[src/rtl/mt_pkg.sv]
package mt_pkg;
  typedef enum logic [1:0] {ENT_FREE, ENT_ISSUE, ENT_WAIT} ent_st_e;
  typedef enum logic [1:0] {PK_IDLE, PK_HDR, PK_DATA} pk_st_e;
endpackage

[src/rtl/mt_entry_table.sv]
module mt_entry_table
  import mt_pkg::*;
#(
  parameter int ENTRIES = 4,
  parameter int LINE_W  = 26,
  parameter int NSUB    = 8,
  parameter int TAG_W   = $clog2(ENTRIES)
) (
  input  logic              clk,
  input  logic              rst_n,
  input  logic              req_valid,
  output logic              req_ready,
  input  logic [LINE_W-1:0] req_line,
  input  logic [NSUB-1:0]   req_mask,
  output logic              mem_valid,
  input  logic              mem_ready,
  output logic [LINE_W-1:0] mem_line,
  output logic [TAG_W-1:0]  mem_tag,
  input  logic              free_valid,
  input  logic [TAG_W-1:0]  free_tag,
  input  logic [TAG_W-1:0]  rd_tag,
  output logic [LINE_W-1:0] rd_line,
  output logic [NSUB-1:0]   rd_mask
);
  ent_st_e           st_q   [ENTRIES];
  ent_st_e           st_d   [ENTRIES];
  logic [LINE_W-1:0] line_q [ENTRIES];
  logic [NSUB-1:0]   mask_q [ENTRIES];
  logic [NSUB-1:0]   mask_d [ENTRIES];
  logic [ENTRIES-1:0] hit_vec, free_vec, iss_vec, ld_en, mk_en;
  logic [TAG_W-1:0]  hit_idx, alloc_idx, iss_idx;
  logic              hit, any_free, zero_mask, acc;

  always_comb begin
    hit_vec  = '0;
    free_vec = '0;
    iss_vec  = '0;
    for (int i = 0; i < ENTRIES; i++) begin
      hit_vec[i]  = (st_q[i] != ENT_FREE) && (line_q[i] == req_line) &&
                    !(free_valid && (free_tag == TAG_W'(i)));
      free_vec[i] = (st_q[i] == ENT_FREE);
      iss_vec[i]  = (st_q[i] == ENT_ISSUE);
    end
    hit_idx   = '0;
    alloc_idx = '0;
    iss_idx   = '0;
    for (int i = ENTRIES - 1; i >= 0; i--) begin
      if (hit_vec[i])  hit_idx   = TAG_W'(i);
      if (free_vec[i]) alloc_idx = TAG_W'(i);
      if (iss_vec[i])  iss_idx   = TAG_W'(i);
    end
  end

  assign hit       = |hit_vec;
  assign any_free  = |free_vec;
  assign zero_mask = (req_mask == '0);
  assign req_ready = zero_mask || hit || any_free;
  assign acc       = req_valid && req_ready && !zero_mask;

  assign mem_valid = |iss_vec;
  assign mem_tag   = iss_idx;
  assign mem_line  = line_q[iss_idx];
  assign rd_line   = line_q[rd_tag];
  assign rd_mask   = mask_q[rd_tag];

  always_comb begin
    for (int i = 0; i < ENTRIES; i++) begin
      st_d[i]   = st_q[i];
      mask_d[i] = mask_q[i];
      ld_en[i]  = 1'b0;
      mk_en[i]  = 1'b0;
      if (free_valid && (free_tag == TAG_W'(i))) st_d[i] = ENT_FREE;
      if (mem_valid && mem_ready && (iss_idx == TAG_W'(i))) st_d[i] = ENT_WAIT;
      if (acc && hit && (hit_idx == TAG_W'(i))) begin
        mask_d[i] = mask_q[i] | req_mask;
        mk_en[i]  = 1'b1;
      end
      if (acc && !hit && (alloc_idx == TAG_W'(i))) begin
        st_d[i]   = ENT_ISSUE;
        mask_d[i] = req_mask;
        mk_en[i]  = 1'b1;
        ld_en[i]  = 1'b1;
      end
    end
  end

  for (genvar g = 0; g < ENTRIES; g++) begin : g_ent
    always_ff @(posedge clk or negedge rst_n) begin
      if (!rst_n) begin
        st_q[g]   <= ENT_FREE;
        line_q[g] <= '0;
        mask_q[g] <= '0;
      end else begin
        st_q[g] <= st_d[g];
        if (ld_en[g]) line_q[g] <= req_line;
        if (mk_en[g]) mask_q[g] <= mask_d[g];
      end
    end
  end

  AST_SINGLE_MATCH: assert property (@(posedge clk) disable iff (!rst_n)
    req_valid |-> $countones(hit_vec) <= 1);
  AST_MEM_HOLD: assert property (@(posedge clk) disable iff (!rst_n)
    mem_valid && !mem_ready |=> mem_valid);
endmodule

[src/rtl/mt_packer.sv]
module mt_packer
  import mt_pkg::*;
#(
  parameter int NSUB   = 8,
  parameter int SUB_W  = 128,
  parameter int LINE_W = 26,
  parameter int TAG_W  = 2
) (
  input  logic                  clk,
  input  logic                  rst_n,
  input  logic                  mrsp_valid,
  output logic                  mrsp_ready,
  input  logic [TAG_W-1:0]      mrsp_tag,
  input  logic [NSUB*SUB_W-1:0] mrsp_data,
  output logic                  rsp_valid,
  input  logic                  rsp_ready,
  output logic                  rsp_hdr,
  output logic [SUB_W-1:0]      rsp_data,
  input  logic [LINE_W-1:0]     rd_line,
  input  logic [NSUB-1:0]       rd_mask,
  output logic [TAG_W-1:0]      cur_tag,
  output logic                  hdr_fire
);
  localparam int SEL_W = $clog2(NSUB);

  pk_st_e                st_q, st_d;
  logic [TAG_W-1:0]      tag_q;
  logic [NSUB*SUB_W-1:0] buf_q;
  logic [NSUB-1:0]       rem_q, rem_d;
  logic [SEL_W-1:0]      sel;
  logic                  cap_en;

  always_comb begin
    sel = '0;
    for (int i = NSUB - 1; i >= 0; i--) if (rem_q[i]) sel = SEL_W'(i);
  end

  assign mrsp_ready = (st_q == PK_IDLE);
  assign cap_en     = mrsp_ready && mrsp_valid;
  assign rsp_valid  = (st_q != PK_IDLE);
  assign rsp_hdr    = (st_q == PK_HDR);
  assign hdr_fire   = rsp_hdr && rsp_ready;
  assign cur_tag    = tag_q;
  assign rsp_data   = rsp_hdr ? SUB_W'({rd_line, rd_mask}) : buf_q[sel*SUB_W +: SUB_W];

  always_comb begin
    st_d  = st_q;
    rem_d = rem_q;
    case (st_q)
      PK_IDLE: if (mrsp_valid) st_d = PK_HDR;
      PK_HDR: if (rsp_ready) begin
        rem_d = rd_mask;
        st_d  = PK_DATA;
      end
      PK_DATA: if (rsp_ready) begin
        rem_d      = rem_q;
        rem_d[sel] = 1'b0;
        if (rem_d == '0) st_d = PK_IDLE;
      end
      default: st_d = PK_IDLE;
    endcase
  end

  always_ff @(posedge clk or negedge rst_n) begin
    if (!rst_n) begin
      st_q  <= PK_IDLE;
      rem_q <= '0;
      tag_q <= '0;
    end else begin
      st_q  <= st_d;
      rem_q <= rem_d;
      if (cap_en) tag_q <= mrsp_tag;
    end
  end

  always_ff @(posedge clk) begin
    if (cap_en) buf_q <= mrsp_data;
  end

  AST_DATA_NONEMPTY: assert property (@(posedge clk) disable iff (!rst_n)
    st_q == PK_DATA |-> rem_q != '0);
  AST_RSP_HOLD: assert property (@(posedge clk) disable iff (!rst_n)
    rsp_valid && !rsp_ready |=> rsp_valid);
  AST_BEAT_STABLE: assert property (@(posedge clk) disable iff (!rst_n)
    rsp_valid && !rsp_hdr && !rsp_ready |=> $stable(rsp_data));
  AST_HDR_MASK: assert property (@(posedge clk) disable iff (!rst_n)
    rsp_valid && rsp_hdr |-> rd_mask != '0);
endmodule

[src/rtl/mask_xfer_unit.sv]
module mask_xfer_unit #(
  parameter int ENTRIES = 4,
  parameter int LINE_W  = 26,
  parameter int NSUB    = 8,
  parameter int SUB_W   = 128,
  parameter int TAG_W   = $clog2(ENTRIES)
) (
  input  logic                  clk,
  input  logic                  rst_n,
  input  logic                  req_valid,
  output logic                  req_ready,
  input  logic [LINE_W-1:0]     req_line,
  input  logic [NSUB-1:0]       req_mask,
  output logic                  req_reject,
  output logic                  mem_valid,
  input  logic                  mem_ready,
  output logic [LINE_W-1:0]     mem_line,
  output logic [TAG_W-1:0]      mem_tag,
  input  logic                  mrsp_valid,
  output logic                  mrsp_ready,
  input  logic [TAG_W-1:0]      mrsp_tag,
  input  logic [NSUB*SUB_W-1:0] mrsp_data,
  output logic                  rsp_valid,
  input  logic                  rsp_ready,
  output logic                  rsp_hdr,
  output logic [SUB_W-1:0]      rsp_data
);
  logic [1:0]        sync_q;
  logic              rst_n_s;
  logic              rej_q, rej_d;
  logic              hdr_fire;
  logic [TAG_W-1:0]  cur_tag;
  logic [LINE_W-1:0] rd_line;
  logic [NSUB-1:0]   rd_mask;

  always_ff @(posedge clk or negedge rst_n) begin
    if (!rst_n) sync_q <= 2'b00;
    else        sync_q <= {sync_q[0], 1'b1};
  end
  assign rst_n_s = sync_q[1];

  assign rej_d = req_valid && req_ready && (req_mask == '0);
  always_ff @(posedge clk or negedge rst_n_s) begin
    if (!rst_n_s) rej_q <= 1'b0;
    else          rej_q <= rej_d;
  end
  assign req_reject = rej_q;

  mt_entry_table #(.ENTRIES(ENTRIES), .LINE_W(LINE_W), .NSUB(NSUB), .TAG_W(TAG_W)) u_tbl (
    .clk(clk), .rst_n(rst_n_s),
    .req_valid(req_valid), .req_ready(req_ready), .req_line(req_line), .req_mask(req_mask),
    .mem_valid(mem_valid), .mem_ready(mem_ready), .mem_line(mem_line), .mem_tag(mem_tag),
    .free_valid(hdr_fire), .free_tag(cur_tag),
    .rd_tag(cur_tag), .rd_line(rd_line), .rd_mask(rd_mask)
  );

  mt_packer #(.NSUB(NSUB), .SUB_W(SUB_W), .LINE_W(LINE_W), .TAG_W(TAG_W)) u_pk (
    .clk(clk), .rst_n(rst_n_s),
    .mrsp_valid(mrsp_valid), .mrsp_ready(mrsp_ready), .mrsp_tag(mrsp_tag), .mrsp_data(mrsp_data),
    .rsp_valid(rsp_valid), .rsp_ready(rsp_ready), .rsp_hdr(rsp_hdr), .rsp_data(rsp_data),
    .rd_line(rd_line), .rd_mask(rd_mask), .cur_tag(cur_tag), .hdr_fire(hdr_fire)
  );

  AST_REJ_CAUSE: assert property (@(posedge clk) disable iff (!rst_n_s)
    req_reject |-> $past(req_valid && (req_mask == '0)));
endmodule

[config.mk]
export PLATFORM = sky130hd
export DESIGN_NAME = mask_xfer_unit
export DESIGN_NICKNAME = d
export VERILOG_FILES = /design/src/rtl/mt_pkg.sv /design/src/rtl/mt_entry_table.sv /design/src/rtl/mt_packer.sv /design/src/rtl/mask_xfer_unit.sv
export SDC_FILE = /design/constraint.sdc
export NUM_CORES = 1
export LEC_CHECK = 0
export BUFFER_PORTS_ARGS = -buffer_cell sky130_fd_sc_hd__buf_2
export CAP_MARGIN = 20
export CORE_AREA = 2 2 485 487
export CTS_BUF_LIST = sky130_fd_sc_hd__clkbuf_8
export DETAILED_ROUTE_END_ITERATION = 8
export DIE_AREA = 0 0 487 489
export SETUP_SLACK_MARGIN = 0.2
export SYNTH_ARGS = -nofsm -noshare
export SYNTH_HDL_FRONTEND = slang
export SYNTH_SLANG_ARGS = --single-unit
[constraint.sdc]
create_clock -name clk -period 6.3 [get_ports clk]
set_clock_uncertainty 0.15 [all_clocks]
set_input_delay 0.315 -clock clk [delete_from_list [all_inputs] [get_ports clk]]
set_output_delay 0.315 -clock clk [all_outputs]
set_load 0.005 [all_outputs]
==> results of run 1 <==
-- Yosys cell counts (13+ instances only) --
master / instances / share of area (%)
a211oi_1: 21 / 0.34
o22a_1: 21 / 0.39
a222oi_1: 34 / 0.73
buf_2: 28 / 0.30
a31oi_1: 36 / 0.48
edfxtp_1: 1024 / 66
buf_1: 22 / 0.18
inv_1: 30 / 0.24
mux2_1: 21 / 0.51
xor2_1: 70 / 1.3
a21oi_1: 79 / 0.85
o2bb2ai_1: 24 / 0.45
a221o_1: 59 / 1.3
xnor2_1: 34 / 0.64
mux4_2: 34 / 1.6
o221ai_1: 132 / 2.5
dfrtp_1: 159 / 8.5
buf_6: 14 / 0.34
mux2_4: 43 / 1.4
nand4_1: 13 / 0.17
clkbuf_1: 129 / 1.0
nor2_1: 129 / 1.0
o22ai_1: 114 / 1.5
a22o_1: 16 / 0.30
a221oi_1: 33 / 0.62
nand2_1: 229 / 1.8
nor4_1: 19 / 0.25
mux2i_1: 34 / 0.73
o21ai_0: 81 / 0.87
o221a_2: 23 / 0.55
mux2_2: 55 / 1.3
-- per-stage QoR --
stage          cell area [um2]  cells  setup slack [ns]  hold WS (ns)
3_3_place_gp             56500   7025              1.72       -0.0485
3_5_place_dp             56500   7026              1.68       -0.0463
2_1_floorplan            46700   2866            -10.22        -0.131
-- logic make-up after synthesis --
logic type,after synthesis,synth area share (%)
AO/OA/AOI/OAI,699,11.3
XOR/XNOR,104,1.95
buffers and inverters,233,2.36
flip-flops,1183,74.4
multiplexers,187,5.59
other,1,0.00803
AND/OR/NAND/NOR,459,4.40
==> flow_metrics.py, run 1 <==
metrics = {
    "clock_tree": {
        "cts.sinks": 1183,
        "cts_resized": 0,
        "clockBufferDepth": 3,
        "cts_buffers": 211,
        "root_buffer": "clkbuf_8",
        "postCtsSetupBuffers": 0,
        "cts_hold_buf": 1485,
        "h-tree-depth": 4,
    },
    "synthesis": {
        "synth_edf_count": 1024,
        "synthCells": 2866,
        "synth_area_mm2": 0.0467,
        "seq_area_frac_synth_pct": 74.4,
        "ys_types": 71,
        "ys_seq_elements": 1183,
        "yosysWarnings": 0,
        "syn_area_per_cell_um2": 16.3,
        "synth_nets": 3932,
        "synthArstFlopShare_pct": 13.4,
        "synth_ff_type": "edfxtp_1",
    },
    "outcome": {
        "failing_step": "clock tree synthesis",
        "firstError": "[ERROR RSZ-0060] Max buffer count reached.",
        "status": "stopped before the end",
    },
    "floorplanning": {
        "rows": 178,
        "dieWidth_um": 487,
        "pin_count": 1228,
        "die_h_um": 489,
        "start_util_pct": 20.0,
    },
    "placed_design": {
        "numPortBuffers": 1227,
        "dp_hpwl_um": 181000,
        "gp_congestion": 0.973,
    },
}
==> run 2, diff against run 1 <==
--- a/config.mk
+++ b/config.mk
@@ -7,11 +7,10 @@
 export LEC_CHECK = 0
 export BUFFER_PORTS_ARGS = -buffer_cell sky130_fd_sc_hd__buf_2
 export CAP_MARGIN = 20
-export CORE_AREA = 2 2 485 487
-export CTS_BUF_LIST = sky130_fd_sc_hd__clkbuf_8
+export CORE_AREA = 2 2 476 478
 export DETAILED_ROUTE_END_ITERATION = 8
-export DIE_AREA = 0 0 487 489
-export SETUP_SLACK_MARGIN = 0.2
+export DIE_AREA = 0 0 478 480
+export PLACE_DENSITY_LB_ADDON = 0.15
 export SYNTH_ARGS = -nofsm -noshare
 export SYNTH_HDL_FRONTEND = slang
 export SYNTH_SLANG_ARGS = --single-unit
==> flow_metrics.py, run 2 <==
metrics = {
    "floorplanning": {
        "die_h_um": 480,
        "pin_count": 1228,
        "dieArea_mm2": 0.229,
        "start_util_pct": 20.8,
        "rows": 174,
        "core-area_mm2": 0.224,
        "dieWidth_um": 478,
    },
    "synthesis": {
        "synth_top_area_share_pct": 65.9,
        "ys_seq_elements": 1183,
        "synth.most_common_cell": "edfxtp_1",
        "syn_area_per_cell_um2": 16.3,
        "synth_edf_count": 1024,
        "ys_top_cells_by_area": "edfxtp_1, dfrtp_1, o221ai_1",
        "synth_area_leader_cell": "edfxtp_1",
        "synth_area_mm2": 0.0467,
        "synthTopCellsByCount": "edfxtp_1, nand2_1, dfrtp_1",
        "ys_types": 71,
        "yosysWarnings": 0,
        "seq_area_frac_synth_pct": 74.4,
        "synth_nets": 3932,
        "synthArstFlopShare_pct": 13.4,
        "synth_ff_type": "edfxtp_1",
        "synthCells": 2866,
    },
    "outcome": {
        "status": "finished clean",
    },
    "clock_tree": {
        "insertion_delay_ns": 0.81,
        "cts_buffers": 148,
        "cts.sinks": 1183,
        "h-tree-depth": 4,
        "clockBufferDepth": 3,
        "postCtsSetupBuffers": 0,
        "root_buffer": "clkbuf_16",
        "cts_resized": 0,
        "clk_pin_slew_ns": 0.06,
        "cts_tree": "done",
    },
    "min_path": {
        "hold_path.class": "in2reg",
        "hp-start": "mrsp_data[21]",
        "hold_end": "u_pk.buf_q[21]",
        "holdPathStages": 2,
    },
    "critical_path": {
        "r2r_cells": 8,
        "regToRegSetupSlack_ns": 2.15,
        "path_max_fanout": 40,
        "worstSetupEndpointType": "primary output",
        "r2r-end": "u_tbl.mask_q[27]",
        "required_ns": 5.83,
        "critPathKind": "reg2out",
        "critPathLaunchType": "flop",
        "r2r-start": "u_pk.st_q[1]",
        "arrival_ns": 4.84,
    },
    "timing": {
        "tightest_slew_ns": 1.15,
        "clock.fmax_ghz": 0.189,
        "hold_violations": 0,
        "fin_setup_tns_ns": 0,
        "finalSetupViolCount": 0,
        "rsz0062_at_grt": "no",
        "maxSlewHeadroom_pct": 23.5,
        "fin_crit_sh_pct": 84.2,
        "slew_viol_final": 0,
        "layout_min_cycle_time_ns": 5.30,
    },
    "global_routing": {
        "grt_max_degree": 154,
        "grt_use_total_pct": 21.0,
        "grt_remaining_overflow": 0,
        "grt_pass1_wl_um": 333000,
        "grt_pass1_vias": 39500,
        "antenna_found_initial": 142,
    },
    "layout": {
        "design_area_mm2": 0.0730,
        "drive_gt1_share_pct": 31.5,
        "largestRegisters": "u_pk.buf_q x1024, u_tbl.line_q x104, u_tbl.mask_q x32",
        "syn_to_final_growth_pct": 56.3,
        "largest_reg_flops": 1024,
        "final_common_cell": "buf_2",
        "regMostFlops": "u_pk.buf_q",
        "final_cell_mix": "buf_2, dlygate4sd3_1, edfxtp_1",
        "finalNetCount": 6346,
    },
    "pwr": {
        "ir_drop_mv": 0.270,
        "power.density_mw_per_mm2": 474,
        "p_leak_nw": 27.7,
        "power_w": 0.0346,
    },
    "drt": {
        "vias": 37600,
        "first_pass_iters": 7,
        "drt_iter0_markers": 3287,
        "routed_via_density": 4.44,
        "routedWlPerCell_um": 29.5,
        "drcViolationCount": 0,
        "ant_nets": 0,
        "wirelength_um": 250000,
    },
    "placed_design": {
        "gp_congestion": 0.916,
        "dp_hpwl_um": 183000,
        "numPortBuffers": 1227,
        "placed_area_mm2": 0.0564,
    },
    "flow_run": {
        "drv_cap": 0,
    },
}
-- run 2: cell counts after synthesis --
No cell type changed its count.
-- run 2: final cells by class --
type / instances / area, um2
Antenna cell: 79 / 198
Clock buffer: 190 / 3920
Clock inverter: 79 / 729
Fill cell: 22500 / 151000
Inverter: 30 / 116
Multi-Input combinational cell: 1450 / 11000
Sequential cell: 1183 / 34700
Tap cell: 2992 / 3740
Timing Repair Buffer: 2467 / 18500
-- run 2: layer usage --
metal	up-vias	routed length, um	track usage [%]
met1	19000	102000	25.9
met4	52	7840	6.53
met5	-	323	0
li1	16400	-	-
met2	1664	122000	35.9
met3	397	16800	5.14
-- run 2: how the worst max path moves through the flow --
stage                   from            end  slack [ns]  cells after the start
6_report       u_pk.rem_q[0]   rsp_data[73]         1.0                      9
5_1_grt        u_pk.rem_q[0]   rsp_data[73]        0.76                      9
4_1_cts        u_pk.rem_q[5]   rsp_data[73]        0.81                      8
3_5_place_dp   u_pk.rem_q[5]   rsp_data[73]        1.68                      8
3_3_place_gp   u_pk.rem_q[7]   rsp_data[11]        1.42                      8
2_1_floorplan   u_pk.st_q[0]  u_pk.buf_q[0]      -10.22                      3
-- run 2: cells by family after synthesis --
family	count (synthesis)	share of synthesized area [%]
simple gates	459	4.40
compound gates	699	11.3
mux	187	5.59
buf+inv	233	2.36
other cells	1	0.00803
flops	1183	74.4
xor+xnor	104	1.95
-- run 2: metrics by stage --
stage | hold WS [ns] | cells | util [%] | setup slack (ns)
CTS | 0.000173 | 8390 | 32.5 | 0.814
finish | 0.0730 | 8470 | 32.6 | 0.996
detailed placement | -0.0469 | 6949 | 25.2 | 1.68
global placement | -0.0487 | 6947 | 25.2 | 1.42
floorplan | -0.131 | 2866 | - | -10.22
global route | 0.0114 | 8432 | 32.5 | 0.764
-- run 2: worst max-delay path: stages, from the launching register on --
cell,delay [ns]
dfrtp_1,0.70
nor2_1,0.31
nand2_1,0.25
or3_4,0.62
buf_4,0.40
o22ai_1,0.11
nor2_1,0.23
o221ai_1,0.31
a31oi_1,0.79
buf_2,0.25
-- run 2: power by group --
| part | leakage, nW | switching (W) | internal, W | total (W) |
|---|---|---|---|---|
| clock | 2.23 | 0.00372 | 0.00452 | 0.00824 |
| sequential | 11.5 | 0.00118 | 0.0109 | 0.0121 |
| combinational | 14.0 | 0.00935 | 0.00494 | 0.0143 |
| total | 27.7 | 0.0142 | 0.0204 | 0.0346 |
-- run 2: what timing repair did --
item	in CTS	in global routing
endpoints found under the hold margin	1175	0
hold buffers	1172	0
endpoints found under the setup margin	0	0
(Power assumes the default switching activity.)
